===== config.mk =====
export PLATFORM = sky130hd
export DESIGN_NAME = irq_halt_ctrl
export DESIGN_NICKNAME = d
export VERILOG_FILES = /design/src/rtl/irqh_pkg.sv /design/src/rtl/irqh_fault_decode.sv /design/src/rtl/irqh_seq.sv /design/src/rtl/irqh_vector.sv /design/src/rtl/irq_halt_ctrl.sv
export SDC_FILE = /design/constraint.sdc
export NUM_CORES = 1
export LEC_CHECK = 0
export BUFFER_PORTS_ARGS = -buffer_cell sky130_fd_sc_hd__buf_2
export CAP_MARGIN = 20
export CORE_AREA = 2 2 49 51
export CTS_BUF_LIST = sky130_fd_sc_hd__clkbuf_4 sky130_fd_sc_hd__clkbuf_8
export DETAILED_ROUTE_END_ITERATION = 6
export DIE_AREA = 0 0 51 53
export PLACE_DENSITY = 0.71
export SLEW_MARGIN = 10
export SYNTH_ARGS = -nofsm -noshare
export SYNTH_HDL_FRONTEND = slang
export SYNTH_SLANG_ARGS = --single-unit

===== constraint.sdc =====
create_clock -name clk -period 3.9 [get_ports clk]
set_clock_uncertainty 0.2 [all_clocks]
set_input_delay 0.585 -clock clk [delete_from_list [all_inputs] [get_ports clk]]
set_output_delay 0.585 -clock clk [all_outputs]
set_load 0.005 [all_outputs]

===== src/rtl/irqh_pkg.sv =====
package irqh_pkg;
  typedef enum logic [1:0] {
    ST_IDLE  = 2'd0,
    ST_ALLOW = 2'd1,
    ST_DRAIN = 2'd2,
    ST_TAKE  = 2'd3
  } irqh_state_e;

  typedef enum logic [1:0] {
    CAUSE_NONE  = 2'b00,
    CAUSE_FETCH = 2'b01,
    CAUSE_EXT   = 2'b10
  } irqh_cause_e;
endpackage


===== src/rtl/irqh_fault_decode.sv =====
module irqh_fault_decode (
  input  logic ff_valid,
  input  logic xlate_on,
  input  logic ff_miss,
  input  logic ff_dseg,
  input  logic ff_noexec,
  input  logic ff_guard,
  input  logic ff_prot,
  output logic fault
);
  logic always_bad;
  logic xlate_bad;

  always_comb begin
    always_bad = ff_miss | ff_noexec | ff_prot;
    xlate_bad  = xlate_on & (ff_dseg | ff_guard);
    fault      = ff_valid & (always_bad | xlate_bad);
  end
endmodule


===== src/rtl/irqh_seq.sv =====
module irqh_seq
  import irqh_pkg::*;
(
  input  logic        clk,
  input  logic        rst_n,
  input  logic        irq_req,
  input  logic        fault,
  input  logic        cmpl_valid,
  input  logic        stq_empty,
  input  logic        ee_wr,
  input  logic        ee_wdata,
  output irqh_state_e st,
  output irqh_cause_e cause_q,
  output logic        ee_q
);
  irqh_state_e st_nxt;
  irqh_cause_e cause_nxt;
  logic        retire;

  always_comb begin
    st_nxt    = st;
    cause_nxt = cause_q;
    retire    = cmpl_valid;
    unique case (st)
      ST_IDLE: begin
        if (fault) begin
          st_nxt    = ST_TAKE;
          cause_nxt = CAUSE_FETCH;
        end else if (irq_req && ee_q) begin
          st_nxt = ST_ALLOW;
        end
      end
      ST_ALLOW: begin
        if (fault) begin
          st_nxt    = ST_TAKE;
          cause_nxt = CAUSE_FETCH;
        end else if (retire) begin
          st_nxt = ST_DRAIN;
        end
      end
      ST_DRAIN: begin
        if (fault) begin
          st_nxt    = ST_TAKE;
          cause_nxt = CAUSE_FETCH;
        end else if (stq_empty) begin
          st_nxt    = ST_TAKE;
          cause_nxt = CAUSE_EXT;
        end
      end
      ST_TAKE: begin
        st_nxt = ST_IDLE;
      end
      default: st_nxt = ST_IDLE;
    endcase
  end

  always_ff @(posedge clk) begin
    if (!rst_n) begin
      st      <= ST_IDLE;
      cause_q <= CAUSE_NONE;
      ee_q    <= 1'b0;
    end else begin
      st      <= st_nxt;
      cause_q <= cause_nxt;
      if (st == ST_TAKE) begin
        ee_q <= 1'b0;
      end else if (ee_wr) begin
        ee_q <= ee_wdata;
      end
    end
  end
endmodule


===== src/rtl/irqh_vector.sv =====
module irqh_vector
  import irqh_pkg::*;
#(
  parameter int          ADDR_W   = 32,
  parameter logic [31:0] BASE_HI  = 32'hFFF0_0000,
  parameter logic [31:0] OFF_EXT  = 32'h0000_0500,
  parameter logic [31:0] OFF_FETCH = 32'h0000_0400
) (
  input  logic              active,
  input  logic              vsel,
  input  irqh_cause_e       cause_q,
  output logic [1:0]        cause,
  output logic [ADDR_W-1:0] vec_addr
);
  localparam logic [ADDR_W-1:0] BASE_H = BASE_HI[ADDR_W-1:0];
  localparam logic [ADDR_W-1:0] O_EXT  = OFF_EXT[ADDR_W-1:0];
  localparam logic [ADDR_W-1:0] O_FET  = OFF_FETCH[ADDR_W-1:0];

  logic [ADDR_W-1:0] base;
  logic [ADDR_W-1:0] off;

  always_comb begin
    base = vsel ? BASE_H : '0;
    off  = (cause_q == CAUSE_EXT) ? O_EXT : O_FET;
    if (active) begin
      cause    = cause_q;
      vec_addr = base + off;
    end else begin
      cause    = CAUSE_NONE;
      vec_addr = '0;
    end
  end
endmodule


===== src/rtl/irq_halt_ctrl.sv =====
module irq_halt_ctrl
  import irqh_pkg::*;
#(
  parameter int ADDR_W = 32
) (
  input  logic              clk,
  input  logic              rst_n,
  input  logic              irq_req,
  input  logic              ee_wr,
  input  logic              ee_wdata,
  input  logic              vsel,
  input  logic              xlate_on,
  input  logic              ff_valid,
  input  logic              ff_miss,
  input  logic              ff_dseg,
  input  logic              ff_noexec,
  input  logic              ff_guard,
  input  logic              ff_prot,
  input  logic              cmpl_valid,
  input  logic              stq_empty,
  output logic              cmpl_block,
  output logic              take,
  output logic [1:0]        cause,
  output logic [ADDR_W-1:0] vec_addr,
  output logic              ee
);
  logic        fault;
  irqh_state_e st;
  irqh_cause_e cause_q;

  irqh_fault_decode u_dec (
    .ff_valid (ff_valid),
    .xlate_on (xlate_on),
    .ff_miss  (ff_miss),
    .ff_dseg  (ff_dseg),
    .ff_noexec(ff_noexec),
    .ff_guard (ff_guard),
    .ff_prot  (ff_prot),
    .fault    (fault)
  );

  irqh_seq u_seq (
    .clk       (clk),
    .rst_n     (rst_n),
    .irq_req   (irq_req),
    .fault     (fault),
    .cmpl_valid(cmpl_valid),
    .stq_empty (stq_empty),
    .ee_wr     (ee_wr),
    .ee_wdata  (ee_wdata),
    .st        (st),
    .cause_q   (cause_q),
    .ee_q      (ee)
  );

  always_comb begin
    take       = (st == ST_TAKE);
    cmpl_block = (st == ST_DRAIN) || (st == ST_TAKE);
  end

  irqh_vector #(.ADDR_W(ADDR_W)) u_vec (
    .active  (take),
    .vsel    (vsel),
    .cause_q (cause_q),
    .cause   (cause),
    .vec_addr(vec_addr)
  );
endmodule



## Yosys cells after proc, flatten, opt, wreduce, memory -nomap -nowiden

Cells that the tools add are included.

- Flip-flop bits (word level): 5
- Input port bits: 15
- Output and inout port bits: 37

- $add $sub $neg: 1
- Reduce and logical (&&, ||, !) cells: 8
- Muxes and demuxes: 15
- Eq/ne operators: 8
- Bitwise gates (word level): 7

Operators by type and width:

| kind | number |
|---|---|
| 2-to-1 mux 32 bit | 2 |
| adder 32 bit | 1 |
| 2-to-1 mux 2 bit | 10 |
| 2-to-1 mux 9 bit | 1 |
| one-hot mux 2 bit (4 select lines) | 1 |
| equality test 2 bit (second input constant) | 3 |
| != test 3 bit (second input constant) | 2 |
| AND reduction 3 bit | 2 |
| OR 1 bit | 4 |
| one-hot mux 2 bit (2 select lines) | 1 |
| OR reduction 2 bit | 2 |
| != test 3 x 2 -> 1 bit (second input constant) | 1 |
| AND 1 bit | 2 |
| equality test 2 x 1 -> 1 bit (second input constant) | 1 |
| logical NOT 2 bit | 1 |
| != test 2 x 1 -> 1 bit (second input constant) | 1 |
| nonzero test 2 bit | 1 |
| logical AND 1 bit | 1 |
| logical OR 1 bit | 1 |
| inverter 1 bit | 1 |

## Depth between registers and ports, before layout

- Depth after elaboration: 6
- Gate-level depth with buffers: 6
- Depth with buffers taken out: 6

## Hierarchy

From an unflattened synthesis, not the netlist that was laid out.

- Cell total of the unflattened synthesis: 75
- Area total of the unflattened synthesis: 636.9 um2

Modules (own cells, without submodules):

| module | seq. area each (um2) | cells each | area an instance (um2) | times used |
|---|---|---|---|---|
| irqh_seq | 100.1 | 35 | 344.1 | 1 |
| irqh_vector | 0.0 | 35 | 260.2 | 1 |
| irqh_fault_decode | 0.0 | 3 | 22.5 | 1 |
| irq_halt_ctrl | 0.0 | 2 | 10.0 | 1 |

## Worst setup path after synthesis

OpenSTA, ideal clock, no wires.

- Kind: register to output
- From: register u_seq.st[0]
- To: output vec_addr[21]
- Stages on the path, launching flop included: 4
- Data arrival time: 1164 ps
- Buffers on the path: 1
- Setup slack: 1951 ps
- Path through: dfxtp_1 -> ha_1 -> and2_1 -> buf_4

- Longest elaborated chain between the ends: 2

RTL lines:

| item | RTL line | source |
|---|---|---|
| from (decl) | irqh_seq.sv:12 | `output irqh_state_e st,` |
| from (signal assigned) | irqh_seq.sv:63 | `st <= st_nxt;` |
| equality test 2 bit | irq_halt_ctrl.sv:57 | `take = (st == ST_TAKE);` |
| named net take | irq_halt_ctrl.sv:22 | `output logic take,` |
| 2-to-1 mux 32 bit | irqh_vector.sv:25 | `if (active) begin` |
| to (decl) | irq_halt_ctrl.sv:24 | `output logic [ADDR_W-1:0] vec_addr,` |

The timed path passes the listed nets, and every way through them passes these cells.

## Worst setup path in the final report

- From: register u_seq.st[0]
- To: output vec_addr[22]

- Longest elaborated chain between the ends: 2

RTL lines:

| item | RTL line |
|---|---|
| equality test 2 bit | irq_halt_ctrl.sv:57 |
| 2-to-1 mux 32 bit | irqh_vector.sv:25 |

No other way between the ends.

==> results.txt <==
- Pwr Density: 482.7 nW/um2
* Global routing usage summed across all routing layers: 0.08388
* Number of hold-slack violations in the final timing report: 0
- Entering global routing, the biggest net connects 13 pins.
* Mapped Area: 614.3 um2
- Total congestion overflow: 0
- Counting along the longest clock path gives a buffer depth of 2.
* Full die area: around 2700 um2
- Antenna violations before repair: 0
- The number of different library cells used by synthesis comes to 26.
- Total Wirelength: about 1200 um
- The worst hold path belongs to the class flip-flop to flip-flop.
- Critical path endpoint category: output port
- PortBufs: 33
* CTS resizes: 0
* Standby leakage power: 0.4048 nW
- 52 I/O pins were placed.
- Yosys printed 0 warnings.
* Share of the synthesized area in the top cell type: 0.3666
- Root buffer selected by CTS: clkbuf_4
- Type of the worst setup path: flip-flop to output port
- For the worst-skew pair, the clock arrives at the later sink with an insertion delay of approximately 250 ps.
- Dividing the detail-routed via count by the number of cells gives approximately 4.2.
* Level count of the clock H-tree: 1
- Die X-Extent: between 50 and 60 um
* Final net count: 119
- Critical path peak fanout: 12
- The total count of max-transition violations in the final report came to 0.
- The core region is around 2100 um2.
- Count of antenna-violating nets left after detailed routing: 0
- The share of the Yosys chip area taken by registers is 0.1629.
* Highest attainable clock frequency: 449.1 MHz
* Final total power: 0.3297 mW
- The first global-routing pass estimated 1662 um of wire.
- Synth top cells by count: buf_4, dfxtp_1, ha_1
- Total setup violations reported at the end of the flow: 0
- Detailed router's first-iteration violation count: 4
* IR drop worst, VDD: about 0.11 mV
- Final sum of negative setup slack: 0 ps
- Hold-fix buffer count after cts: 0
- The congestion estimate from routability-driven global placement came to 0.8428.
- Setup repair after global routing left no endpoint under its margin.
- At the worst endpoint, the arrival time is ~1400 ps.
- Number of antenna repair diodes: 0
* TritonCTS Sinks: 5
* Area Overhead vs Synth: 11.20%
- Once detailed placement completed, the half-perimeter wirelength came to 980.7 um.
- Counting the fill cells in the layout gives 241.
- Overall die height: 53 um
* EDFF count, synth: 0
* Avg WL per Cell: around 9.3 um
* Synthesized area divided by synthesized cell count: between 8 and 9 um2
- After clock tree synthesis, the clock-pin slew on the worst setup and hold paths is ~40 ps.
- Post-route DRC violation count: 0
- Synth async-reset ratio: 0
* Post-synth top area cell: buf_4
* Number of placement rows: 17
- For this run, the detailed router's first-pass iteration total came to 3.
- Max-capacitance violation count: 0
* Number of vias in the routed layout: ~530
* Final worst path period need: between 2000 and 2500 ps
* Crit path launch type: flip-flop
* Fraction of layout instances using a drive strength above 1: 0.4082
- Tcrit/Tclk final: 0.5709
- Final design area excluding fillers: around 680 um2
- In this run the cell area measured after placement is between 600 and 700 um2.
* Cell count after synthesis: 74
- After clock tree synthesis, the setup repair step added 0 buffers.
- By area the synthesized netlist is led by buf_4, dfxtp_1, ha_1.
- TritonCTS built the clock tree.
* Result of the run: finished, final reports clean
* Most common cell in the netlist: buf_4
- TritonCTS created 3 clock buffers.
- For this run, the leading register cell type out of synthesis is dfxtp_1.
* Synthesized flop and latch total: 5
- Vias in the first global route: between 400 and 500
* Initial Utilization: 0.2860
- STA puts the critical path data required time at about 3100 ps.
-- layout by cell type, fill, tap and decap left out --
cell	n
a221o_1	1
a221oi_1	1
and2_1	3
buf_2	33
clkbuf_4	4
conb_1	18
dfxtp_1	5
ha_1	5
inv_1	3
mux2i_1	3
nand2_1	3
nand2b_1	1
nand4_1	1
nor2_1	2
nor2_2	1
nor2b_1	2
nor3_1	1
nor4_1	1
o21a_1	1
o21ai_0	2
o21ai_1	1
o221a_1	1
o221ai_1	1
o22ai_1	1
o41a_1	1
o41ai_2	1
or2_2	1
-- logic make-up after synthesis --
logic type,share of synthesized area
AO/OA/AOI/OAI,0.1548
adder cells (fa/ha/maj),0.1018
buffers and inverters,0.3849
flip-flops,0.1629
multiplexers,0.04888
other,0.006104
AND/OR/NAND/NOR,0.1406
-- per-stage QoR --
step / hold slack (ps) / setup slack (ps) / std cells / utilization
after global placement: 274.3 / 1999 / 122 / 0.3040
after floorplan: 255.5 / 1951 / 91 / -
after global routing: 336.3 / 1540 / 126 / 0.3180
final: 296.0 / 1674 / 126 / 0.3180
after detailed placement: 286.1 / 1921 / 122 / 0.3040
after CTS: 294.2 / 1650 / 126 / 0.3180
-- power breakdown --
| group | switching, mW | total, mW | internal [mW] |
|---|---|---|---|
| logic | 0.0926 | 0.175 | 0.0827 |
| registers | 0.0161 | 0.0864 | 0.0703 |
| clock network | 0.0223 | 0.0680 | 0.0457 |
| total | 0.131 | 0.330 | 0.199 |
-- path summary, 6_finish.rpt --
kind | start | to | slack (ps) | cells after the start
setup reg to reg | u_seq.st[0] | u_seq.st[0] | 2160 | 6
setup / recovery | u_seq.st[0] | vec_addr[22] | 1670 | 3
hold reg to reg | u_seq.cause_q[0] | u_seq.cause_q[0] | 300 | 2
hold / removal | u_seq.cause_q[0] | u_seq.cause_q[0] | 300 | 2
-- critical path: stages (launching register included) --
cell     delay (ps)
dfxtp_1         400
ha_1            310
and2_1          320
buf_2           170
-- registers in the layout, indices dropped and copies added (netlist names) --
signal         flops
u_seq.cause_q      2
u_seq.st           2
u_seq.ee_q         1
-- metal layers --
metal | up-vias | track usage | routed length (um)
met5 | - | 0 | 0
met4 | 0 | 0.05405 | 16
met3 | 3 | 0.02542 | 153
met2 | 43 | 0.1602 | 597
met1 | 236 | 0.07640 | 404
li1 | 252 | - | -
-- final cells by class --
cell class / count / area, um2 / area share
tap: 28 / 35.03 / 0.05128
timing repair buffer: 33 / 165.2 / 0.2418
sequential: 5 / 100.1 / 0.1465
inverter: 3 / 11.26 / 0.01648
clock buffer: 4 / 30.03 / 0.04396
multi-input combinational: 53 / 341.6 / 0.5000
Power figures use the tool's default switching activity.
